[config.mk]
export PLATFORM = sky130hd
export DESIGN_NAME = vlat_mult
export DESIGN_NICKNAME = d
export VERILOG_FILES = /design/src/rtl/vmul_pkg.sv /design/src/rtl/mul_cost.sv /design/src/rtl/mul_timer.sv /design/src/rtl/mul_booth_dp.sv /design/src/rtl/vlat_mult.sv
export SDC_FILE = /design/constraint.sdc
export NUM_CORES = 1
export LEC_CHECK = 0
export BUFFER_PORTS_ARGS = -buffer_cell sky130_fd_sc_hd__buf_2
export CAP_MARGIN = 10
export CORE_ASPECT_RATIO = 1.2
export CORE_UTILIZATION = 65
export CTS_BUF_LIST = sky130_fd_sc_hd__clkbuf_2 sky130_fd_sc_hd__clkbuf_4 sky130_fd_sc_hd__clkbuf_8
export DETAILED_ROUTE_END_ITERATION = 12
export PLACE_DENSITY = 0.85
export SYNTH_ARGS = -nofsm -noshare
export SYNTH_HDL_FRONTEND = slang
export SYNTH_SLANG_ARGS = --single-unit
[constraint.sdc]
create_clock -name clk -period 9.74 [get_ports clk]
set_clock_uncertainty 0.05 [all_clocks]
set_input_delay 1.948 -clock clk [delete_from_list [all_inputs] [get_ports clk]]
set_output_delay 1.948 -clock clk [all_outputs]
set_load 0.005 [all_outputs]
[src/rtl/vmul_pkg.sv]
package vmul_pkg;
  typedef enum logic {
    MODE_UNSIGNED = 1'b0,
    MODE_SIGNED   = 1'b1
  } mul_mode_e;
endpackage

[src/rtl/mul_cost.sv]
module mul_cost #(
  parameter int W    = 16,
  parameter int BASE = 38,
  parameter int STEP = 2,
  parameter int CW   = 7
) (
  input  logic [W-1:0]  src,
  input  logic          sgn,
  output logic [CW-1:0] lat_m1
);
  localparam int NW = $clog2(W + 1);

  logic [W-1:0]  nz;
  logic [NW-1:0] n;

  generate
    for (genvar i = 0; i < W; i++) begin : g_dig
      if (i == 0) begin : g_lsb
        assign nz[i] = src[0];
      end else begin : g_up
        assign nz[i] = sgn ? (src[i] ^ src[i-1]) : src[i];
      end
    end
  endgenerate

  always_comb begin
    n      = NW'($countones(nz));
    lat_m1 = CW'(BASE - 1) + CW'(STEP) * CW'(n);
  end
endmodule

[src/rtl/mul_timer.sv]
module mul_timer #(
  parameter int CW = 7
) (
  input  logic          clk,
  input  logic          rst,
  input  logic          load,
  input  logic [CW-1:0] load_val,
  output logic          busy,
  output logic          expire
);
  logic [CW-1:0] cnt_q;

  assign expire = busy && (cnt_q == '0);

  always_ff @(posedge clk) begin
    if (rst) begin
      busy  <= 1'b0;
      cnt_q <= '0;
    end else if (load) begin
      busy  <= 1'b1;
      cnt_q <= load_val;
    end else if (expire) begin
      busy  <= 1'b0;
    end else if (busy) begin
      cnt_q <= cnt_q - 1'b1;
    end
  end
endmodule

[src/rtl/mul_booth_dp.sv]
module mul_booth_dp #(
  parameter int W = 16
) (
  input  logic           clk,
  input  logic           rst,
  input  logic           load,
  input  logic           sgn,
  input  logic [W-1:0]   mcand,
  input  logic [W-1:0]   src,
  output logic [2*W-1:0] acc
);
  localparam int IW = $clog2(W + 1);

  logic [2*W-1:0] mx_q;
  logic [W-1:0]   sq_q;
  logic           prev_q;
  logic           sgn_q;
  logic [IW-1:0]  idx_q;
  logic           run;
  logic           do_add, do_sub;

  assign run    = (idx_q < IW'(W));
  assign do_add = sgn_q ? (!sq_q[0] && prev_q) : sq_q[0];
  assign do_sub = sgn_q && sq_q[0] && !prev_q;

  always_ff @(posedge clk) begin
    if (rst) begin
      acc    <= '0;
      mx_q   <= '0;
      sq_q   <= '0;
      prev_q <= 1'b0;
      sgn_q  <= 1'b0;
      idx_q  <= IW'(W);
    end else if (load) begin
      acc    <= '0;
      mx_q   <= sgn ? {{W{mcand[W-1]}}, mcand} : {{W{1'b0}}, mcand};
      sq_q   <= src;
      prev_q <= 1'b0;
      sgn_q  <= sgn;
      idx_q  <= '0;
    end else if (run) begin
      if (do_add)      acc <= acc + mx_q;
      else if (do_sub) acc <= acc - mx_q;
      mx_q   <= mx_q << 1;
      sq_q   <= sq_q >> 1;
      prev_q <= sq_q[0];
      idx_q  <= idx_q + 1'b1;
    end
  end
endmodule

[src/rtl/vlat_mult.sv]
module vlat_mult #(
  parameter int W    = 16,
  parameter int BASE = 38,
  parameter int STEP = 2
) (
  input  logic           clk,
  input  logic           rst,
  input  logic           start,
  input  logic           signed_mode,
  input  logic [W-1:0]   mcand,
  input  logic [W-1:0]   src,
  output logic [2*W-1:0] product,
  output logic           busy,
  output logic           done
);
  import vmul_pkg::*;

  localparam int MAXL = BASE + STEP * W;
  localparam int CW   = $clog2(MAXL + 1);

  logic          accept;
  logic          expire;
  logic [CW-1:0] lat_m1;
  logic [2*W-1:0] acc;
  mul_mode_e     mode;

  assign mode   = mul_mode_e'(signed_mode);
  assign accept = start && !busy;

  mul_cost #(.W(W), .BASE(BASE), .STEP(STEP), .CW(CW)) u_cost (
    .src    (src),
    .sgn    (mode == MODE_SIGNED),
    .lat_m1 (lat_m1)
  );

  mul_timer #(.CW(CW)) u_timer (
    .clk      (clk),
    .rst      (rst),
    .load     (accept),
    .load_val (lat_m1),
    .busy     (busy),
    .expire   (expire)
  );

  mul_booth_dp #(.W(W)) u_dp (
    .clk   (clk),
    .rst   (rst),
    .load  (accept),
    .sgn   (mode == MODE_SIGNED),
    .mcand (mcand),
    .src   (src),
    .acc   (acc)
  );

  always_ff @(posedge clk) begin
    if (rst) begin
      done    <= 1'b0;
      product <= '0;
    end else begin
      done <= expire;
      if (expire) product <= acc;
    end
  end
endmodule

======== After elaboration in Yosys (flattened, before gate mapping) ========
Index checks and enable logic that the tools add are counted.
storage, ports and cells
  bits in registers ....................... 128
  logic and storage cells ................. 94
operators by class
  add/subtract/negate cells ............... 20
  $lt $le $gt $ge ......................... 1
  equal/unequal tests ..................... 1
  muxes and demuxes ....................... 30
  bitwise operators ....................... 15
  reductions and logical operators ........ 16
operators by type and width
  kind                                              count
  2-to-1 mux 32 bit                                 5
  adder 5 bit                                       7
  adder 32 bit                                      1
  2-to-1 mux 16 bit                                 2
  subtractor 32 bit                                 1
  2-to-1 mux 7 bit                                  3
  2-to-1 mux 1 bit                                  18
  adder 1 x 1 -> 2 bit                              8
  XOR 1 bit                                         15
  2-to-1 mux 5 bit                                  2
  nonzero test 2 bit                                4
  adder 6 x 6 -> 7 bit, first input constant        1
  logical NOT 7 bit                                 1
  subtractor 7 x 1 -> 7 bit, second input constant  1
  adder 5 x 1 -> 5 bit, second input constant       1
  logical AND 1 bit                                 5
  < comparator 5 bit, second input constant         1
  AND reduction 2 bit                               2
  logical NOT 1 bit                                 3
  != test 2 bit, second input constant              1
  OR reduction 2 bit                                1

======== Depth between registers and ports, before layout ========
  depth after elaboration ................. 8
  depth in mapped cells ................... 22
  depth with buffers taken out ............ 20

======== Hierarchy ========
Synthesis repeated with hierarchy kept, for this count alone.
second synthesis, totals
  cells, all modules ...................... 1003
  area total of the unflattened synthesis .. 8282.9 µm²
by module, submodules not included
  module        instances  cells each  area an instance (µm²)
  mul_booth_dp  1          750         5894.4
  vlat_mult     1          107         1208.7
  mul_cost      1          83          665.6
  mul_timer     1          63          514.2

======== Worst setup path after synthesis ========
Ideal clock, no wire load.
  kind .................................... input-to-reg
  start point ............................. input signed_mode
  end point ............................... register u_timer.cnt_q[5]
  library setup time ...................... 0.086 ns
  arrival time ............................ 6.378 ns
  data required time ...................... 9.604 ns
  slack ................................... 3.227 ns
  stages on the path ...................... 21
  cell sequence ........................... clkbuf_1 clkbuf_1 nand2_1 xnor2_1 ha_1 inv_1 fa_1 inv_1 fa_1 fa_1 inv_1 fa_1 inv_1 ha_1 inv_1 fa_1 xnor2_1 nand3_1 xnor2_1 o22ai_1 a211oi_1
on the way
  longest elaborated chain between the ends .. 7
ends and longest elaborated chain
  what                                             RTL line         text
  start: declaration                               vlat_mult.sv:9   input logic signed_mode,
  2-to-1 mux 1 bit                                 mul_cost.sv:21   assign nz[i] = sgn ? (src[i] ^ src[i-1]) : src[i];
  adder 1 x 1 -> 2 bit (not written as such)       mul_cost.sv:27   n = NW'($countones(nz));
  adder 5 bit (not written as such) (2 in series)  mul_cost.sv:27
  adder 5 bit (not written as such) (*)            mul_cost.sv:27
  adder 6 x 6 -> 7 bit (*)                         mul_cost.sv:28   lat_m1 = CW'(BASE - 1) + CW'(STEP) * CW'(n);
  2-to-1 mux 7 bit (*)                             mul_timer.sv:19  end else if (load) begin
  end signal: assignment                           mul_timer.sv:21  cnt_q <= load_val;
  end signal: assignment                           mul_timer.sv:25  cnt_q <= cnt_q - 1'b1;
  end: declaration                                 mul_timer.sv:11  logic [CW-1:0] cnt_q;
Mark *: on every way between the ends. The rest lies on a longest branch, timed or not.
A chain may end at the register's enable or synchronous reset.

======== Worst setup path in the final report ========
Same ends and word-level chain as after synthesis.

==> impl_metrics.ini <==
[routing]
avgRoutedWirePerCell_microns = 14.4
num_vias = 6922
dr.pass1.iters = 5
wirelength_microns = 17200
drt_iter0_drc = 352
drc = 0
viasPerCell = 5.79
drtAntennaViolNets = 0

[placed_design]
gp_congestion = 0.884
port_buffers = 69
dp_cells = 1163
dp_hpwl_microns = 12100

[yosys]
synth_warnings = 0
ys_async_sr_fraction_pct = 0
synth-edff-count = 0
ys_seq_area_share_pct = 32.9
synth.cell_area_sq_um = 7780
syn-num-nets = 1084
synthFlopType = dfxtp_1
syn_avg_cell_area_sq_um = 7.88
synthesis.instances = 988
synth-seq-cells = 128
synth.distinct_cells = 53

[clocking]
htreeDepth = 4
ctsHoldBuffers = 0
postCtsSetupBuffers = 0
ctsResizeCount = 0
cts_buffers = 17
clock-sinks = 128
path_clk_slew_ns = 0.07
cts_tree = built
cts-root-buf = clkbuf_8
cts_max_path_buffers = 2
clock_latency_ns = 0.44

[floorplan]
ios = 70
start_util_pct = 67.0
die_w_microns = 102
dieArea_sq_um = 12400
core_area_sq_um = 11600
fp-row-count = 43
die_h_microns = 122

[layout]
fin_cells = 1195
final_common_cell = nand2_1
nets = 1121
utilization_pct = 73.3
multiInputGateArea_sq_um = 4880
fill_cells = 957
regArea_sq_um = 2560
drive_gt1_share_pct = 11.2
antenna_cells = 0
final_cell_mix = nand2_1, dfxtp_1, a21oi_1, nor2_1, buf_2
syn2layout_area_growth_pct = 9.45

[worst_hold_path]
hold_class = reg2reg

[sta]
setup_tns_ns = 0
max_freq_mhz = 162
finalHoldViolations = 0
period_share_pct = 63.3
slew-limit-headroom_pct = 20.1
min_period_ns = 6.17
worst_slew_pin_slew_ns = 1.20
setup_viol = 0
grt_setup_unrepaired = no
slew_violations = 0

[grt]
met2_usage_pct = 48.4
grt_max_degree = 95
track_usage_pct = 29.1
met1_usage_pct = 36.8
antenna_found_initial = 0
use_met3_pct = 4.70
grt_pass1_wl_microns = 28400
grt_pass1_vias = 6188
global_route.peak_usage_layer = met2
overflow = 0

[critical_path]
crit_path_max_fanout = 17
arrival_ns = 6.47
crit_required_ns = 10.04
crit_slowest_cell = fa_1
cpPeakStageDelay_ns = 0.55
crit_path_end_kind = flop
crit_type = in2reg
critical_path.cell_chain = buf_2 -> nand2_1 -> xnor2_1 -> ha_1 -> inv_1 -> fa_1 -> inv_1 -> fa_1 -> fa_1 -> inv_1 -> fa_1 -> inv_1 -> ha_1 -> inv_1 -> fa_1 -> xnor2_1 -> nand3_1 -> xnor2_1 -> o22ai_1 -> a211oi_1
crit_path_start_kind = input pin

[power]
power.density_nw_per_um2 = 214
power_leakage_nw = 3.73
peakVddDrop_uv = 282

[job]
maxCapViolCount = 0

[run_status]
status = finished, final reports clean
## cells in the mapped netlist, types with 5 or more instances
library cell / number / area (sq um)
a211oi_1: 36 / 270
a21o_1: 17 / 128
a21oi_1: 118 / 591
a31oi_1: 6 / 37.5
and3_1: 5 / 31.3
buf_1: 7 / 26.3
clkbuf_1: 50 / 188
dfxtp_1: 128 / 2560
fa_1: 12 / 240
ha_1: 48 / 601
inv_1: 33 / 124
mux2i_1: 32 / 320
nand2_1: 160 / 601
nand3_1: 22 / 110
nor2_1: 99 / 372
nor2b_1: 7 / 43.8
nor3_1: 22 / 110
o21ai_0: 9 / 45.0
o21ai_1: 28 / 140
or3_1: 5 / 31.3
xnor2_1: 56 / 490
xor2_1: 23 / 201
## per-layer routing
layer / wire length [microns] / vias up
met1: 7530 / 3155
met5: 0 / -
li1: - / 3502
met2: 8180 / 220
met4: 509 / 0
met3: 951 / 45
## cell families (layout without fill, tap and decap cells)
group / Yosys count / after routing / synth area share, %
compound gates: 252 / 252 / 19.7
xor+xnor: 80 / 80 / 9.10
fa+ha+maj: 60 / 60 / 10.8
buf+inv: 91 / 141 / 4.40
flops: 128 / 128 / 32.9
mux: 32 / 32 / 4.12
simple gates: 345 / 345 / 19.0
## flip-flops by register name (all words and copies together), names as in the netlist
register / count
u_timer.busy: 1
u_dp.sq_q: 16
u_dp.acc: 32
u_dp.prev_q: 1
u_dp.mx_q: 32
product: 32
u_dp.sgn_q: 1
u_timer.cnt_q: 7
u_dp.idx_q: 5
done: 1
## metrics by stage
step	hold slack (ns)	power [mW]	instance area, sq um	setup WS (ns)
after floorplan	0.391	1.26	7780	3.23
after global placement	0.389	1.39	8170	3.27
after detailed placement	0.393	1.42	8170	3.13
after CTS	0.403	1.82	8520	3.58
after global routing	0.421	1.97	8520	3.23
final	0.401	1.82	8520	3.57
## critical path: cells and delay by family
| kind | cells | cell delay, ns |
|---|---|---|
| adders and majority gates | 7 | 2.73 |
| AOI/OAI and AO/OA | 2 | 0.35 |
| buffers and inverters | 6 | 0.56 |
| xor gates and xnor gates | 3 | 0.62 |
| and+or+nand+nor | 2 | 0.26 |
## worst paths after layout
kind / slack [ns] / endpoint / depth (start not counted) / startpoint
hold / removal: 0.40 / product[13] / 2 / product[13]
hold reg to reg: 0.40 / product[13] / 2 / product[13]
setup / recovery: 3.57 / u_timer.cnt_q[5] / 20 / signed_mode
setup reg to reg: 5.33 / u_dp.acc[31] / 17 / u_dp.mx_q[11]
## area by class of cell
class / instances / area share [%]
multi-input cells: 769 / 57.3
flip-flops and latches: 128 / 30.1
repair buffers: 76 / 4.67
clock buffers: 19 / 3.07
well taps: 157 / 2.31
inverters: 33 / 1.45
clock inverters: 13 / 1.07
## power breakdown
| part | internal [mW] | switching, mW | total, mW |
|---|---|---|---|
| clock network | 0.188 | 0.218 | 0.406 |
| registers | 0.567 | 0.0456 | 0.613 |
| logic | 0.338 | 0.463 | 0.801 |
No activity file was read; power rests on OpenSTA's default activity.
